File: config.mk
export PLATFORM = sky130hd
export DESIGN_NAME = bus_parity_unit
export DESIGN_NICKNAME = d
export VERILOG_FILES = /design/src/rtl/bpu_pkg.sv /design/src/rtl/bpu_lane_parity.sv /design/src/rtl/bpu_phase_detect.sv /design/src/rtl/bus_parity_unit.sv
export SDC_FILE = /design/constraint.sdc
export NUM_CORES = 1
export LEC_CHECK = 0
export BUFFER_PORTS_ARGS = -buffer_cell sky130_fd_sc_hd__buf_2
export CAP_MARGIN = 40
export CORE_UTILIZATION = 35
export DETAILED_ROUTE_END_ITERATION = 8
export GPL_ROUTABILITY_DRIVEN = 0
export GPL_TIMING_DRIVEN = 0
export MAX_ROUTING_LAYER = met4
export PLACE_DENSITY = 0.92
export SLEW_MARGIN = 15
export SYNTH_ARGS = -nofsm -noshare
export SYNTH_HDL_FRONTEND = slang
export SYNTH_SLANG_ARGS = --single-unit
export TNS_END_PERCENT = 1
File: constraint.sdc
create_clock -name clk -period 1.2 [get_ports clk]
set_clock_uncertainty 0.1 [all_clocks]
set_input_delay 0.12 -clock clk [delete_from_list [all_inputs] [get_ports clk]]
set_output_delay 0.12 -clock clk [all_outputs]
set_load 0.1 [all_outputs]
File: src/rtl/bpu_pkg.sv
package bpu_pkg;

    typedef enum logic [1:0] {
        PH_NONE = 2'd0,
        PH_ADDR = 2'd1,
        PH_DATA = 2'd2
    } phase_e;

endpackage

File: src/rtl/bpu_lane_parity.sv
module bpu_lane_parity #(
    parameter int DW = 32,
    parameter int CW = 4
) (
    input  logic [DW-1:0] data_i,
    input  logic [CW-1:0] cmd_i,
    output logic          odd_o
);
    // Parity bit that evens out the lane's ones count.
    always_comb begin
        odd_o = ^{data_i, cmd_i};
    end
endmodule

File: src/rtl/bpu_phase_detect.sv
module bpu_phase_detect
    import bpu_pkg::*;
(
    input  logic   clk,
    input  logic   rst_n,
    input  logic   frame_n_i,
    input  logic   irdy_n_i,
    input  logic   trdy_n_i,
    output phase_e phase_o
);
    typedef struct packed {
        logic frame_prev;
    } det_st_t;

    det_st_t st_d, st_q;

    always_comb begin
        st_d            = st_q;
        st_d.frame_prev = frame_n_i;
        if (st_q.frame_prev && !frame_n_i) begin
            phase_o = PH_ADDR;
        end else if (!irdy_n_i && !trdy_n_i) begin
            phase_o = PH_DATA;
        end else begin
            phase_o = PH_NONE;
        end
    end

    always_ff @(posedge clk or negedge rst_n) begin
        if (!rst_n) begin
            st_q.frame_prev <= 1'b1;
        end else begin
            st_q <= st_d;
        end
    end
endmodule

File: src/rtl/bus_parity_unit.sv
module bus_parity_unit
    import bpu_pkg::*;
#(
    parameter int LANE_W      = 32,
    parameter int CMD_LANE_W  = 4,
    parameter int LANES       = 2,
    parameter int CREG_W      = 16,
    parameter int PERR_EN_BIT = 6,
    parameter int SERR_EN_BIT = 8
) (
    input  logic                          clk,
    input  logic                          rst_n,
    input  logic [LANE_W*LANES-1:0]       ad_i,
    input  logic [CMD_LANE_W*LANES-1:0]   cbe_i,
    input  logic                          frame_n_i,
    input  logic                          irdy_n_i,
    input  logic                          trdy_n_i,
    input  logic                          wide_i,
    input  logic                          drive_i,
    input  logic [CREG_W-1:0]             cmd_reg_i,
    input  logic [LANES-1:0]              rx_par_i,
    output logic [LANES-1:0]              gen_par_o,
    output logic [LANES-1:0]              gen_oe_o,
    output logic                          perr_n_o,
    output logic                          serr_pull_o
);
    localparam int DATA_W = LANE_W * LANES;
    localparam int CMD_W  = CMD_LANE_W * LANES;

    typedef struct packed {
        logic [LANES-1:0] par;       // parity of the phase just captured
        logic [LANES-1:0] oe;        // lanes driven out
        logic [LANES-1:0] chk_lane;  // lanes to compare next cycle
        logic             chk_addr;  // received address phase pending compare
        logic             chk_data;  // received data phase pending compare
        logic             perr_n;
        logic             serr;
    } unit_st_t;

    unit_st_t st_d, st_q;
    phase_e   phase;
    logic [LANES-1:0] lane_odd;
    logic [LANES-1:0] lane_active;
    logic             mismatch;

    bpu_phase_detect u_phase (
        .clk       (clk),
        .rst_n     (rst_n),
        .frame_n_i (frame_n_i),
        .irdy_n_i  (irdy_n_i),
        .trdy_n_i  (trdy_n_i),
        .phase_o   (phase)
    );

    for (genvar g = 0; g < LANES; g++) begin : g_lane
        bpu_lane_parity #(
            .DW (LANE_W),
            .CW (CMD_LANE_W)
        ) u_par (
            .data_i (ad_i[g*LANE_W +: LANE_W]),
            .cmd_i  (cbe_i[g*CMD_LANE_W +: CMD_LANE_W]),
            .odd_o  (lane_odd[g])
        );
        // Lane 0 always takes part; upper lanes only on wide transfers.
        if (g == 0) begin : g_base
            assign lane_active[g] = 1'b1;
        end else begin : g_upper
            assign lane_active[g] = wide_i;
        end
    end

    always_comb begin
        st_d          = st_q;
        mismatch      = |((rx_par_i ^ st_q.par) & st_q.chk_lane);
        st_d.par      = lane_odd;
        st_d.oe       = drive_i ? lane_active : '0;
        st_d.chk_lane = drive_i ? '0 : lane_active;
        st_d.chk_addr = !drive_i && (phase == PH_ADDR);
        st_d.chk_data = !drive_i && (phase == PH_DATA);
        st_d.perr_n   = !(st_q.chk_data && mismatch && cmd_reg_i[PERR_EN_BIT]);
        st_d.serr     = st_q.chk_addr && mismatch && cmd_reg_i[SERR_EN_BIT];
    end

    always_ff @(posedge clk or negedge rst_n) begin
        if (!rst_n) begin
            st_q        <= '0;
            st_q.perr_n <= 1'b1;
        end else begin
            st_q <= st_d;
        end
    end

    assign gen_par_o   = st_q.par;
    assign gen_oe_o    = st_q.oe;
    assign perr_n_o    = st_q.perr_n;
    assign serr_pull_o = st_q.serr;

    logic unused_w;
    assign unused_w = ^{DATA_W[0], CMD_W[0]};
endmodule

==> metrics <==
Async SR Flop Fraction=1.000; Max Transition Viols Final=0; number of synthesis warnings=0; first-pass GRT wire length=3.443 mm; Final ANT Viol Nets=0; antenna violations before repair=0; met2 wire len=1.433 mm; max_cap viols=0; leak pwr=between 0.8 and 0.9 nW; row count=19; slew margin rel.=0.7786; Non-Filler Instances=226; WL met1=697 µm; Core Region=2734 µm²; port bufs=88; register area share after synthesis=0.2761; area of the mapped netlist=about 1000 µm²; Critical Path Start Type=input pin; Reg-to-Reg Start=gen_par_o[1]; critical path class=input pin to flop; CTS buffer count=3; fmax=0.7659 GHz; cell with the most instances after synthesis=xnor2_1; Max VDD drop=0.001516 V; clk slew on worst S/H paths=70 ps; Tcrit/Tclk final=1.088; share of cells above drive strength 1=0.5333; Yosys cell types=15; die height=between 50 and 60 µm; failing checks=setup timing; worst setup margin=-105.7 ps; hold crit path type=input pin to async pin; Vias=959; antenna fix cells=0; power per cell area=about 1200 nW/µm²; die area=about 3100 µm²; Finish-stage setup viols=2; total track usage=0.1410; IO Pins=around 100; final design utilization=0.6398; worst path required time=between 1000 and 1500 ps; Chip Width=55.61 µm; Nets=just under 300; vias in the first global route=between 900 and 1,000; ys flop type=dfrtp_1; crit path time final=between 1000 and 1500 ps; root buf cell=clkbuf_4; crit path launch=ad_i[45]; CTS Buffer Depth=2; post-DP HPWL=1.874 mm; final wirelength=approximately 2.3 mm; Crit Path Max Fanout=1; Commonest cells post-synth=xnor2_1, xor2_1, dfrtp_1; vias per inst=~4.2; highest routed metal layer=met4; syn_area_per_cell=between 10 and 15 µm²; pin count of the biggest net entering global routing=12; Area Growth Syn to Fin=73.88%; Synth top area share=0.5050; TritonCTS clock tree=yes; status=finished with violations; Hold Vio Cnt, Final=0; Sink Count=11; Initial Util=0.3680; Fin Setup TNS=-134.4 ps; number of synthesized flops with an enable pin=0; Post-Syn Nets=roughly 190; measured slew at the worst slew-check pin=around 330 ps; Starting DRT DRC Count=17; DRC viols=0; Worst-Skew Late Latency=approximately 260 ps; Area contributors post-synth=xnor2_1, dfrtp_1, xor2_1; Inst Count DP=about 210; Cells after Synth=between 90 and 100; drt pass-1 iters=6; RSZ-0062 raised after global routing=yes; crit path DAT=1350 ps; crit end category=flop; Synth area leader=xnor2_1; DR WL met3=~120 µm; grt total ovfl=0; post-synthesis register bit count=11; drt wl/cell=10.24 µm; htree depth=1; R2R Setup Slk=about 100 ps
==> final timing paths <==
kind,to,cells past startpoint
min in group clk,serr_pull_o,4
min,st_q[3],2
max reg2reg,perr_n_o,3
max,gen_par_o[1],6
min reg2reg,perr_n_o,1
max in group asynchronous,perr_n_o,2
==> cells by family after synthesis <==
group	after synthesis	synth area share
xor+xnor	70	0.6368
flops	11	0.2761
simple gates	6	0.03359
buf+inv	6	0.03732
compound gates	2	0.01617
==> worst max-delay path, cell delays in order <==
cell and delay, ps:
buf_6 90, xor2_1 240, xnor2_1 130, xnor2_1 200, xnor3_1 430, xnor2_1 130
==> cells in the final DEF (no fill, tap or decap) <==
| cell | count |
|---|---|
| dfstp_2 | 2 |
| dlygate4sd3_1 | 8 |
| xnor2_2 | 6 |
| clkbuf_4 | 3 |
| a22oi_1 | 1 |
| nand3b_1 | 1 |
| and2_1 | 1 |
| buf_6 | 10 |
| nand2_1 | 1 |
| clkbuf_1 | 1 |
| buf_12 | 2 |
| inv_1 | 2 |
| and3_1 | 1 |
| nor2b_1 | 1 |
| dfrtp_1 | 9 |
| xor2_1 | 10 |
| a2111oi_1 | 1 |
| buf_2 | 76 |
| xnor3_1 | 2 |
| nor2_1 | 1 |
| xnor2_1 | 51 |
| buf_4 | 4 |
| xnor2_4 | 1 |
==> what timing repair did <==
item | in CTS | in global routing
pin swaps | 2 | 11
setup endpoints to repair | 8 | 7
buffers inserted | 0 | 0
hold buffers | 8 | 0
endpoints found under the hold margin | 19 | 0
gates resized for setup | 13 | 17
==> layout make-up <==
cell class | instances | area (µm²)
repair buffers | 96 | 609.3
clock buffers | 4 | 26.28
fillers | 218 | 984.7
multi-input cells | 78 | 755.7
well taps | 31 | 38.79
plain buffers | 4 | 33.78
flip-flops and latches | 11 | 277.8
inverters | 2 | 7.507
==> power breakdown <==
| group | leakage [nW] | switching, mW | internal, mW |
|---|---|---|---|
| registers | 0.134 | 0.0377 | 0.431 |
| logic | 0.695 | 0.679 | 0.779 |
| clock network | 0.0150 | 0.113 | 0.128 |
| total | 0.844 | 0.830 | 1.34 |
==> through the flow <==
step / hold slack [ps] / area [µm²] / setup WS [ps] / power, mW
finish: 149.6 / 1749 / -105.7 / 2.168
CTS: 159.8 / 1657 / -30.90 / 2.094
detailed placement: -99.12 / 1500 / -353.8 / 1.763
global route: 173.0 / 1749 / -165.6 / 2.289
floorplan: -275.6 / 1021 / -111.1 / 1.502
global placement: -109.4 / 1500 / -297.8 / 1.748
==> sequential cells by signal, summed over array words and instances (netlist names) <==
signal        flops
st_q              4
gen_oe_o          2
gen_par_o         2
perr_n_o          1
serr_pull_o       1
u_phase.st_q      1
==> routing by layer <==
layer	global-route usage	vias up
met5	-	-
met4	0.02143	0
met3	0.01395	6
met2	0.3098	42
met1	0.1263	422
li1	-	489
Power figures use the tool's default switching activity.
